`config.mk`:
```
export PLATFORM = sky130hd
export DESIGN_NAME = sdram_refresh_sched
export DESIGN_NICKNAME = d
export VERILOG_FILES = /design/src/rtl/srs_pkg.sv /design/src/rtl/srs_timer.sv /design/src/rtl/srs_regs.sv /design/src/rtl/srs_seq.sv /design/src/rtl/sdram_refresh_sched.sv
export SDC_FILE = /design/constraint.sdc
export NUM_CORES = 1
export LEC_CHECK = 0
export BUFFER_PORTS_ARGS = -buffer_cell sky130_fd_sc_hd__buf_2
export CORE_MARGIN = 2
export CORE_UTILIZATION = 47
export CTS_CLUSTER_SIZE = 24
export DETAILED_ROUTE_END_ITERATION = 10
export MAX_ROUTING_LAYER = met4
export PLACE_DENSITY = 0.68
export SLEW_MARGIN = 40
export SYNTH_ARGS = -nofsm -noshare
export SYNTH_HDL_FRONTEND = slang
export SYNTH_SLANG_ARGS = --single-unit
```
`constraint.sdc`:
```
create_clock -name clk -period 3.71 [get_ports clk]
set_input_delay 0.371 -clock clk [delete_from_list [all_inputs] [get_ports clk]]
set_output_delay 0.371 -clock clk [all_outputs]
set_load 0.005 [all_outputs]
```
`src/rtl/srs_pkg.sv`:
```
package srs_pkg;

  typedef enum logic [2:0] {
    ST_IDLE,
    ST_ACT_GAP,
    ST_CAS_GAP,
    ST_PRE_GAP,
    ST_REF_GAP
  } seq_state_t;

  typedef struct packed {
    logic cs_n;
    logic ras_n;
    logic cas_n;
    logic we_n;
    logic a10;
  } sd_cmd_t;

  localparam sd_cmd_t CMD_NOP = 5'b01110;
  localparam sd_cmd_t CMD_ACT = 5'b00110;
  localparam sd_cmd_t CMD_RD  = 5'b01010;
  localparam sd_cmd_t CMD_WR  = 5'b01000;
  localparam sd_cmd_t CMD_PRE = 5'b00101;
  localparam sd_cmd_t CMD_REF = 5'b00010;

  localparam logic [1:0] ADDR_IVL  = 2'd0;
  localparam logic [1:0] ADDR_STAT = 2'd1;
  localparam logic [1:0] ADDR_MASK = 2'd2;

  function automatic int max2(input int a, input int b);
    return (a > b) ? a : b;
  endfunction

endpackage

```
`src/rtl/srs_timer.sv`:
```
module srs_timer #(
  parameter int CNT_W = 16
) (
  input  logic             clk,
  input  logic             rst_n,
  input  logic [CNT_W-1:0] ivl_i,
  input  logic             load_i,
  input  logic [CNT_W-1:0] load_val_i,
  output logic             tick_o
);

  localparam logic [CNT_W-1:0] ONE = CNT_W'(1);

  logic [CNT_W-1:0] cnt_q, cnt_d;
  logic             cnt_en;

  always_comb begin
    cnt_en = 1'b1;
    cnt_d  = cnt_q;
    if (load_i) begin
      cnt_d = (load_val_i == '0) ? '0 : (load_val_i - ONE);
    end else if (ivl_i == '0) begin
      cnt_en = (cnt_q != '0);
      cnt_d  = '0;
    end else if (cnt_q == '0) begin
      cnt_d = ivl_i - ONE;
    end else begin
      cnt_d = cnt_q - ONE;
    end
  end

  always_ff @(posedge clk or negedge rst_n) begin
    if (!rst_n) begin
      cnt_q <= '0;
    end else if (cnt_en) begin
      cnt_q <= cnt_d;
    end
  end

  assign tick_o = (ivl_i != '0) && (cnt_q == '0) && !load_i;

endmodule

```
`src/rtl/srs_regs.sv`:
```
module srs_regs #(
  parameter int CNT_W = 16
) (
  input  logic             clk,
  input  logic             rst_n,
  input  logic             wr_en_i,
  input  logic             rd_en_i,
  input  logic [1:0]       addr_i,
  input  logic [CNT_W-1:0] wdata_i,
  input  logic             err_set_i,
  output logic [CNT_W-1:0] rdata_o,
  output logic [CNT_W-1:0] ivl_o,
  output logic             ivl_load_o,
  output logic             irq_o
);
  import srs_pkg::*;

  logic [CNT_W-1:0] ivl_q;
  logic             mask_q, mask_en;
  logic             err_q, err_d, stat_rd;

  assign ivl_load_o = wr_en_i && (addr_i == ADDR_IVL);
  assign mask_en    = wr_en_i && (addr_i == ADDR_MASK);
  assign stat_rd    = rd_en_i && (addr_i == ADDR_STAT);

  always_comb begin
    err_d = err_q;
    if (stat_rd)   err_d = 1'b0;
    if (err_set_i) err_d = 1'b1;
  end

  always_ff @(posedge clk or negedge rst_n) begin
    if (!rst_n) begin
      ivl_q <= '0;
    end else if (ivl_load_o) begin
      ivl_q <= wdata_i;
    end
  end

  always_ff @(posedge clk or negedge rst_n) begin
    if (!rst_n) begin
      mask_q <= 1'b0;
    end else if (mask_en) begin
      mask_q <= wdata_i[0];
    end
  end

  always_ff @(posedge clk or negedge rst_n) begin
    if (!rst_n) begin
      err_q <= 1'b0;
    end else begin
      err_q <= err_d;
    end
  end

  always_comb begin
    case (addr_i)
      ADDR_IVL:  rdata_o = ivl_q;
      ADDR_STAT: rdata_o = CNT_W'(err_q);
      ADDR_MASK: rdata_o = CNT_W'(mask_q);
      default:   rdata_o = '0;
    endcase
  end

  assign ivl_o = ivl_q;
  assign irq_o = err_q & mask_q;


  err_sticky_chk: assert property (@(posedge clk) disable iff (!rst_n)
    err_set_i |=> err_q);


  rd_clear_chk: assert property (@(posedge clk) disable iff (!rst_n)
    (stat_rd && !err_set_i) |=> !err_q);


  mask_keeps_stat_chk: assert property (@(posedge clk) disable iff (!rst_n)
    (mask_en && !stat_rd && !err_set_i) |=> (err_q == $past(err_q)));

endmodule

```
`src/rtl/srs_seq.sv`:
```
module srs_seq #(
  parameter int T_RP    = 3,
  parameter int T_RC    = 8,
  parameter int T_RCD   = 3,
  parameter int CAS_LAT = 2
) (
  input  logic            clk,
  input  logic            rst_n,
  input  logic            tick_i,
  input  logic            host_req_i,
  input  logic            host_we_i,
  output logic            grant_o,
  output logic            pend_o,
  output logic            ref_go_o,
  output srs_pkg::sd_cmd_t cmd_o
);
  import srs_pkg::*;

  localparam int MAXT  = max2(max2(T_RP, T_RC), max2(T_RCD, CAS_LAT));
  localparam int GAP_W = $clog2(MAXT) + 1;
  localparam logic [GAP_W-1:0] RP_LD  = GAP_W'(T_RP - 1);
  localparam logic [GAP_W-1:0] RC_LD  = GAP_W'(T_RC - 1);
  localparam logic [GAP_W-1:0] RCD_LD = GAP_W'(T_RCD - 1);
  localparam logic [GAP_W-1:0] CAS_LD = GAP_W'(CAS_LAT - 1);

  seq_state_t       state_q, state_d;
  logic [GAP_W-1:0] gap_q, gap_d;
  sd_cmd_t          cmd_q, cmd_d;
  logic             we_q, pend_q, pend_d, free;

  assign free = (state_q == ST_IDLE) ||
                (((state_q == ST_CAS_GAP) || (state_q == ST_REF_GAP)) && (gap_q == '0));

  always_comb begin
    state_d  = state_q;
    gap_d    = gap_q;
    cmd_d    = CMD_NOP;
    grant_o  = 1'b0;
    ref_go_o = 1'b0;
    case (state_q)
      ST_ACT_GAP: begin
        if (gap_q == '0) begin
          cmd_d   = we_q ? CMD_WR : CMD_RD;
          state_d = ST_CAS_GAP;
          gap_d   = CAS_LD;
        end else begin
          gap_d = gap_q - 1'b1;
        end
      end
      ST_PRE_GAP: begin
        if (gap_q == '0) begin
          cmd_d    = CMD_REF;
          ref_go_o = 1'b1;
          state_d  = ST_REF_GAP;
          gap_d    = RC_LD;
        end else begin
          gap_d = gap_q - 1'b1;
        end
      end
      ST_CAS_GAP, ST_REF_GAP: begin
        if (gap_q == '0) state_d = ST_IDLE;
        else             gap_d   = gap_q - 1'b1;
      end
      default: ;
    endcase
    if (free) begin
      if (pend_q) begin
        cmd_d   = CMD_PRE;
        state_d = ST_PRE_GAP;
        gap_d   = RP_LD;
      end else if (host_req_i) begin
        cmd_d   = CMD_ACT;
        grant_o = 1'b1;
        state_d = ST_ACT_GAP;
        gap_d   = RCD_LD;
      end
    end
  end

  assign pend_d = tick_i | (pend_q & ~ref_go_o);

  always_ff @(posedge clk or negedge rst_n) begin
    if (!rst_n) begin
      state_q <= ST_IDLE;
      gap_q   <= '0;
      cmd_q   <= CMD_NOP;
      pend_q  <= 1'b0;
    end else begin
      state_q <= state_d;
      gap_q   <= gap_d;
      cmd_q   <= cmd_d;
      pend_q  <= pend_d;
    end
  end

  always_ff @(posedge clk or negedge rst_n) begin
    if (!rst_n) begin
      we_q <= 1'b0;
    end else if (grant_o) begin
      we_q <= host_we_i;
    end
  end

  assign cmd_o  = cmd_q;
  assign pend_o = pend_q;

  // Cycle ages since each command, saturating; used only by the checks below.
  localparam int AGE_W = GAP_W + 1;
  localparam logic [AGE_W-1:0] AGE_MAX = '1;
  logic [AGE_W-1:0] act_age, rw_age, pre_age, ref_age;

  always_ff @(posedge clk or negedge rst_n) begin
    if (!rst_n) begin
      act_age <= AGE_MAX;
      rw_age  <= AGE_MAX;
      pre_age <= AGE_MAX;
      ref_age <= AGE_MAX;
    end else begin
      act_age <= (cmd_d == CMD_ACT) ? '0 : ((act_age == AGE_MAX) ? act_age : act_age + 1'b1);
      rw_age  <= ((cmd_d == CMD_RD) || (cmd_d == CMD_WR)) ? '0 :
                 ((rw_age == AGE_MAX) ? rw_age : rw_age + 1'b1);
      pre_age <= (cmd_d == CMD_PRE) ? '0 : ((pre_age == AGE_MAX) ? pre_age : pre_age + 1'b1);
      ref_age <= (cmd_d == CMD_REF) ? '0 : ((ref_age == AGE_MAX) ? ref_age : ref_age + 1'b1);
    end
  end


  pre_to_ref_chk: assert property (@(posedge clk) disable iff (!rst_n)
    (cmd_q == CMD_REF) |-> (pre_age == AGE_W'(T_RP)));


  ref_recovery_chk: assert property (@(posedge clk) disable iff (!rst_n)
    ((cmd_q != CMD_NOP) && (cmd_q != CMD_REF)) |-> (ref_age >= AGE_W'(T_RC)));


  act_to_col_chk: assert property (@(posedge clk) disable iff (!rst_n)
    ((cmd_q == CMD_RD) || (cmd_q == CMD_WR)) |-> (act_age == AGE_W'(T_RCD)));


  col_to_pre_chk: assert property (@(posedge clk) disable iff (!rst_n)
    (cmd_q == CMD_PRE) |-> (rw_age >= AGE_W'(CAS_LAT)));

endmodule

```
`src/rtl/sdram_refresh_sched.sv`:
```
module sdram_refresh_sched #(
  parameter int CNT_W   = 16,
  parameter int T_RP    = 3,
  parameter int T_RC    = 8,
  parameter int T_RCD   = 3,
  parameter int CAS_LAT = 2
) (
  input  logic             clk,
  input  logic             rst_n,
  input  logic             reg_wr_en,
  input  logic             reg_rd_en,
  input  logic [1:0]       reg_addr,
  input  logic [CNT_W-1:0] reg_wdata,
  output logic [CNT_W-1:0] reg_rdata,
  input  logic             host_req,
  input  logic             host_we,
  output logic             host_wait,
  output logic             sd_cs_n,
  output logic             sd_ras_n,
  output logic             sd_cas_n,
  output logic             sd_we_n,
  output logic             sd_a10,
  output logic             irq
);
  import srs_pkg::*;

  logic [1:0]       rst_sync_q;
  logic             rst_ni;
  logic [CNT_W-1:0] ivl;
  logic             ivl_load, tick, grant, pend, ref_go, err_set;
  sd_cmd_t          cmd;

  always_ff @(posedge clk or negedge rst_n) begin
    if (!rst_n) rst_sync_q <= 2'b00;
    else        rst_sync_q <= {rst_sync_q[0], 1'b1};
  end
  assign rst_ni = rst_sync_q[1];

  srs_regs #(.CNT_W(CNT_W)) u_regs (
    .clk       (clk),
    .rst_n     (rst_ni),
    .wr_en_i   (reg_wr_en),
    .rd_en_i   (reg_rd_en),
    .addr_i    (reg_addr),
    .wdata_i   (reg_wdata),
    .err_set_i (err_set),
    .rdata_o   (reg_rdata),
    .ivl_o     (ivl),
    .ivl_load_o(ivl_load),
    .irq_o     (irq)
  );

  srs_timer #(.CNT_W(CNT_W)) u_timer (
    .clk       (clk),
    .rst_n     (rst_ni),
    .ivl_i     (ivl),
    .load_i    (ivl_load),
    .load_val_i(reg_wdata),
    .tick_o    (tick)
  );

  srs_seq #(
    .T_RP   (T_RP),
    .T_RC   (T_RC),
    .T_RCD  (T_RCD),
    .CAS_LAT(CAS_LAT)
  ) u_seq (
    .clk       (clk),
    .rst_n     (rst_ni),
    .tick_i    (tick),
    .host_req_i(host_req),
    .host_we_i (host_we),
    .grant_o   (grant),
    .pend_o    (pend),
    .ref_go_o  (ref_go),
    .cmd_o     (cmd)
  );

  assign err_set   = tick & pend & ~ref_go;
  assign host_wait = host_req & ~grant;

  assign sd_cs_n  = cmd.cs_n;
  assign sd_ras_n = cmd.ras_n;
  assign sd_cas_n = cmd.cas_n;
  assign sd_we_n  = cmd.we_n;
  assign sd_a10   = cmd.a10;


  wait_while_owed_chk: assert property (@(posedge clk) disable iff (!rst_ni)
    (host_req && pend) |-> host_wait);


  idle_timer_chk: assert property (@(posedge clk) disable iff (!rst_ni)
    ((ivl == '0) && !ivl_load) |-> !tick);


  refresh_first_chk: assert property (@(posedge clk) disable iff (!rst_ni)
    (pend && host_req) |=> (cmd != CMD_ACT));

endmodule

```
==> results of run 1 <==
metrics by stage:
stage / hold slack, ns / area [sq um]
finish: 0.2867 / 3575
global route: 0.3015 / 3575
CTS: 0.2872 / 3575
detailed placement: 0.1585 / 3460
global placement: 0.1577 / 3448
floorplan: 0.07541 / 3167
power breakdown:
group          switching (mW)  internal, mW  total [mW]
Clock                   0.191         0.173       0.363
Combinational           0.271         0.222       0.492
Sequential              0.178         0.636       0.815
state kept, by name, indices dropped and copies added, names as in the netlist:
| name | flops |
|---|---|
| u_timer.cnt_q | 16 |
| u_seq.pend_o | 1 |
| u_seq.we_q | 1 |
| u_seq.cmd_o | 4 |
| rst_sync_q | 2 |
| u_seq.gap_q | 4 |
| u_regs.ivl_o | 16 |
| u_seq.state_q | 3 |
| u_regs.err_q | 1 |
| u_regs.mask_q | 1 |
repair_timing:
item                                   in CTS  in global routing
endpoints found under the hold margin       2                  0
gates resized for setup                     0                  0
hold buffers                                1                  0
cells by family after synthesis:
| kind of cell | count (synthesis) | share of synthesized area [%] |
|---|---|---|
| buf+inv | 28 | 3.793 |
| fa+ha+maj | 4 | 1.580 |
| flops | 49 | 38.84 |
| mux | 4 | 1.304 |
| compound gates | 96 | 19.99 |
| other cells | 2 | 0.2371 |
| xor+xnor | 16 | 4.425 |
| simple gates | 179 | 29.83 |
path summary, 6_finish.rpt:
check                                  from                 to  slack [ns]  cells past startpoint
max                        u_timer.cnt_q[4]  u_timer.cnt_q[12]        0.62                     11
max in group asynchronous     rst_sync_q[1]  u_timer.cnt_q[13]        2.95                      0
max reg2reg                u_timer.cnt_q[4]  u_timer.cnt_q[12]        0.62                     11
min reg2reg                   rst_sync_q[1]  u_timer.cnt_q[15]        0.35                      0
min                           reg_wdata[10]   u_regs.ivl_o[10]        0.29                      3
min in group asynchronous     rst_sync_q[1]  u_timer.cnt_q[15]        0.35                      0
per-layer routing:
layer  GRT usage [%]  routed length [um]
met1           31.75                3666
met2           39.32                3873
met3           3.561                 555
met4           5.483                  98
met5               -                   0
cells in the final DEF, fill, tap and decap left out, types with 6 or more instances in the layout:
cell type / instances
nand2_1: 65
buf_2: 45
dfrtp_1: 45
nor2_1: 34
o21ai_0: 24
a21oi_1: 20
and2_1: 18
nor3_1: 15
inv_1: 11
xnor2_1: 10
o22ai_1: 10
a31oi_1: 9
clkbuf_8: 7
a211oi_1: 6
nor4_1: 6
xor2_1: 6
worst register-to-register path, cell delays in order (launching register included):
cell,delay (ns)
dfrtp_1,0.61
nor4_4,0.12
nand4_1,0.14
nor2_1,0.08
a21oi_1,0.19
ha_1,0.20
or3b_1,0.47
nor4b_4,0.39
nand2_2,0.13
a2111oi_4,0.36
xor2_1,0.17
o22ai_1,0.08
final cells by class:
type                    instances  area [sq um]  area share, %
flip-flops and latches         49          1234          34.51
repair buffers                 51         272.8          7.630
inverters                      11         41.29          1.155
well taps                      77         96.34          2.695
clock buffers                   7         96.34          2.695
clock inverters                 1         8.758         0.2450
multi-input cells             301          1826          51.07
==> results_dict.tcl, run 1 <==
set metrics [dict create \
    worstSkewPairLatency_ns 0.32 \
    htree_levels 2 \
    relSlewSlack_pct 54.81 \
    leakage_nw 1.575 \
    cts_buffers 5 \
    grt_pass1_vias 2888 \
    worstPathArrival_ns 3.26 \
    crit_path_end_kind "flop" \
    grt_overflow 0 \
    yosysSeqAreaShare_pct 38.84 \
    yosysUniqueCellTypes 58 \
    slew_violations 0 \
    synth_edf_count 0 \
    slowest_stage "dfrtp_1" \
    synth_top_area_share_pct 36.35 \
    die_area_sq_um 7411 \
    cts_tree "done" \
    grt_setup_unrepaired "false" \
    gp_congestion 0.9342 \
    synth.avg_cell_area_sq_um 8.378 \
    finalClockSkew_ns 0.01355 \
    setup_ws_ns 0.6163 \
    synth_common_cells "nand2_1 (65), dfrtp_1 (46), nor2_1 (34)" \
    ys.warnings.count 0 \
    fin_tns_setup_ns 0 \
    power_density_nw_per_um2 467.2 \
    post_cts_buffers 0 \
    syn-cell-area_sq_um 3167 \
    root_buffer "clkbuf_8" \
    yosys.area.top_type "dfrtp_1" \
    cp_top_family "simple AND/OR/NAND/NOR gates" \
    setup_violations 0 \
    finalCritPeriodShare_pct 83.39 \
    cts.reportedPaths.clkPinSlew_ns 0.10 \
    critical_path.max_stage_delay_ns 0.61 \
    syn-num-nets 406 \
    yosysMostFrequentCell "nand2_1" \
    row_count 29 \
    finalPower_mw 1.670 \
    ir_worst_vdd_v 0.0002483 \
    hpwl_mm 5.916 \
    die-width_um 86.09 \
    first_pass_iters 5 \
    crit_buf_inv 0 \
    drc 0 \
    synthFlopType "dfrtp_1" \
    grt_pass1_wl_mm 13.83 \
    drt_iter0_markers 200 \
    wl_per_cell_um 16.48 \
    critPathLaunchType "flop" \
    synthArstFlopShare_pct 100.0 \
    initial_utilization_pct 49.31 \
    pre_cts_slack_ns 0.6775 \
    dieHeight_um 86.09 \
    place_inst 488 \
    final-hold-violation-count 0 \
    portBuffers 45 \
    tightest_slew_ns 0.6779 \
    finalWirelength_mm 8.193 \
    io_pins 47 \
    outcome "finished, final reports clean" \
    grt_use_total_pct 24.08 \
    drive_above_1_share_pct 18.10 \
    drtAntennaViolNets 0 \
    dr_total_vias 2963 \
    fill_cells 617 \
    fin_util_pct 55.66 \
    hp-class "in -> reg" \
    ys_top_cells_by_area "dfrtp_1 (36%), nand2_1 (7.7%), nor2_1 (4.0%)" \
    antenna_found_initial 0 \
    synth-seq-cells 49 \
    instances_no_fill 497 \
    clockBufferDepth 2 \
    critPathKind "reg -> reg" \
    period_minus_slack_ns 3.094 \
    vias_per_cell 5.962 \
    synthesis.instances 378 \
    syn2layout_area_growth_pct 12.88 \
    fmax_mhz 323.2 \
    grt_max_degree 48 \
    cp.required_ns 3.87 \
    cp_max_fo 11 \
    antenna_cells 0 \
    maxCapViolations 0 \
    clkSinkCount 49 \
    fp.coreArea_sq_um 6422 \
    final_nets 447 \
    worstPathCellList "nor4_4, nand4_1, nor2_1, a21oi_1, ha_1, or3b_1, nor4b_4, nand2_2, a2111oi_4, xor2_1, o22ai_1" \
]
No activity file was read; power rests on OpenSTA's default activity.
==> run 2, diff against run 1 <==
==> constraint.sdc (replaced) <==
create_clock -name clk -period 3.1 [get_ports clk]
set_input_delay 0.31 -clock clk [delete_from_list [all_inputs] [get_ports clk]]
set_output_delay 0.31 -clock clk [all_outputs]
set_load 0.005 [all_outputs]
==> run 2 against run 1 <==
Against the previous run: routed wire length rose by 2.7%; via count grew 4.0%; core utilization increased by 0.60 points; total power up 21%; worst hold slack got worse by 0.041 ns; design area is 1.1% higher; count of clock-buffer cells in the layout did not move; clock power grew 9.9%; first-iteration DRC count increased by 0.50%; critical path depth did not move; global-route usage increased by 0.78 points; maximum frequency grew 7.4%; largest cell class unchanged.
==> results_dict.tcl, run 2 (synthesis results as in run 1) <==
set metrics [dict create \
    grt_pass1_vias 2943 \
    critical_path.max_stage_delay_ns 0.46 \
    clkSinkCount 49 \
    fin_tns_setup_ns 0 \
    leakage_nw 1.599 \
    drc 0 \
    drive_above_1_share_pct 19.67 \
    p_sw_uw 779.9 \
    cts.reportedPaths.clkPinSlew_ns 0.09 \
    fmax_mhz 347.0 \
    cts_tree "done" \
    finalPower_mw 2.020 \
    power_frac_clock_pct 19.8 \
    io_pins 47 \
    finalCritPeriodShare_pct 92.95 \
    clockBufferDepth 2 \
    fin_util_pct 56.26 \
    maxCapViolations 0 \
    die_area_sq_um 7411 \
    root_buffer "clkbuf_8" \
    finalClockSkew_ns 0.008412 \
    initial_utilization_pct 49.31 \
    dieHeight_um 86.09 \
    fill_cells 586 \
    power_density_nw_per_um2 558.9 \
    cp.required_ns 3.27 \
    setup_violations 0 \
    htree_levels 2 \
    relSlewSlack_pct 57.80 \
    antenna_cells 0 \
    crit_path_end_kind "flop" \
    row_count 29 \
    ir_worst_vdd_v 0.0002687 \
    period_minus_slack_ns 2.882 \
    grt_use_total_pct 24.86 \
    hp-class "in -> reg" \
    cp_max_fo 6 \
    first_pass_iters 6 \
    crit_buf_inv 0 \
    vias_per_cell 6.115 \
    grt_max_degree 48 \
    drt_iter0_markers 201 \
    layout_commonest_cell "nand2_1" \
    instances_no_fill 504 \
    outcome "finished, final reports clean" \
    fp.coreArea_sq_um 6422 \
    place_inst 495 \
    wl_per_cell_um 16.69 \
    hpwl_mm 6.158 \
    worstPathCellList "nor3_1, nand4_1, nor2_1, a21oi_1, ha_1, or3b_4, nor4b_4, nand2_2, a2111oi_4, xor2_1, o22ai_1" \
    syn2layout_area_growth_pct 14.11 \
    antenna_found_initial 0 \
    switching_share_pct 38.61 \
    tightest_slew_ns 0.6330 \
    final-hold-violation-count 0 \
    intPower_mw 1.240 \
    gp_congestion 0.9542 \
    portBuffers 45 \
    finalWirelength_mm 8.414 \
    cp_top_family "simple AND/OR/NAND/NOR gates" \
    drtAntennaViolNets 0 \
    cts_buffers 5 \
    layout_common_cells "nand2_1 (65), buf_2 (45), dfrtp_1 (45)" \
    final_nets 454 \
    worstSkewPairLatency_ns 0.31 \
    dr_total_vias 3082 \
    grt_overflow 0 \
    worstPathArrival_ns 3.05 \
    die-width_um 86.09 \
    comb_power_share_pct 33.4 \
    critPathLaunchType "flop" \
    slowest_stage "dfrtp_1" \
    seq_power_share_pct 46.8 \
    slew_violations 0 \
    grt_pass1_wl_mm 14.24 \
    grt_setup_unrepaired "false" \
    critPathKind "reg -> reg" \
]
-- run 2: changes by cell type in the layout (fill, tap and decap cells not counted) --
cell        before  now
o31ai_4          1    0
clkbuf_8         7    6
a21oi_2          0    1
buf_4            5   12
or3b_1           1    0
or3b_4           0    1
clkinvlp_4       0    1
inv_6            1    0
a21oi_1         20   19
clkbuf_1         0    1
o31ai_2          0    1
-- run 2: power by group through the flow --
stage	registers, mW	logic, mW	clock network, mW
floorplan	0.885	0.486	0
global placement	0.940	0.639	0
detailed placement	0.948	0.650	0
CTS	0.939	0.657	0.409
global route	0.969	0.741	0.442
finish	0.945	0.675	0.399
-- run 2: layout make-up --
| class | instances | area [sq um] | share of cell area, % |
|---|---|---|---|
| clock buffers | 7 | 86.33 | 2.389 |
| well taps | 77 | 96.34 | 2.666 |
| repair buffers | 58 | 325.3 | 9.003 |
| flip-flops and latches | 49 | 1234 | 34.14 |
| clock inverters | 1 | 7.507 | 0.2078 |
| inverters | 11 | 41.29 | 1.143 |
| multi-input cells | 301 | 1823 | 50.45 |
-- run 2: stage by stage --
step           cell area [sq um]  worst slack [ns]  hold WS [ns]
5_1_grt                     3613           0.01866        0.2336
3_3_place_gp                3501            0.2727       0.09586
2_1_floorplan               3167            0.1109       0.01441
4_1_cts                     3607            0.1561        0.2404
6_report                    3613            0.2184        0.2453
3_5_place_dp                3503            0.1630       0.09705
-- run 2: worst paths after layout --
check / depth (start not counted) / from / to / slack, ns
max: 11 / u_timer.cnt_q[6] / u_timer.cnt_q[12] / 0.22
min: 2 / host_we / u_seq.we_q / 0.25
max reg2reg: 11 / u_timer.cnt_q[6] / u_timer.cnt_q[12] / 0.22
min reg2reg: 0 / rst_sync_q[1] / u_seq.cmd_o[0] / 0.36
max in group asynchronous: 0 / rst_sync_q[1] / u_regs.ivl_o[11] / 2.33
min in group asynchronous: 2 / rst_n / rst_sync_q[1] / 0.31
-- run 2: metal layers --
layer  up-vias  GRT usage (%)  wire, um
li1       1451              -         -
met4         0          5.916       116
met2       142          39.32      3910
met3        20          4.812       590
met1      1469          33.11      3797
met5         -              -         0
-- run 2: timing repair --
action / CTS / global route
endpoints found under the hold margin: 2 / 0
hold buffers: 1 / 0
gates resized for setup: 0 / 2
buffers inserted: 0 / 0
setup endpoints to repair: 0 / 3
-- run 2: worst reg2reg max path: cells and delay by family, from the launching register on --
kind / cells / cell delay [ns]
adders and majority gates: 1 / 0.21
xor gates and xnor gates: 1 / 0.18
and+or+nand+nor: 6 / 1.29
DFF: 1 / 0.46
AOI/OAI and AO/OA: 3 / 0.63
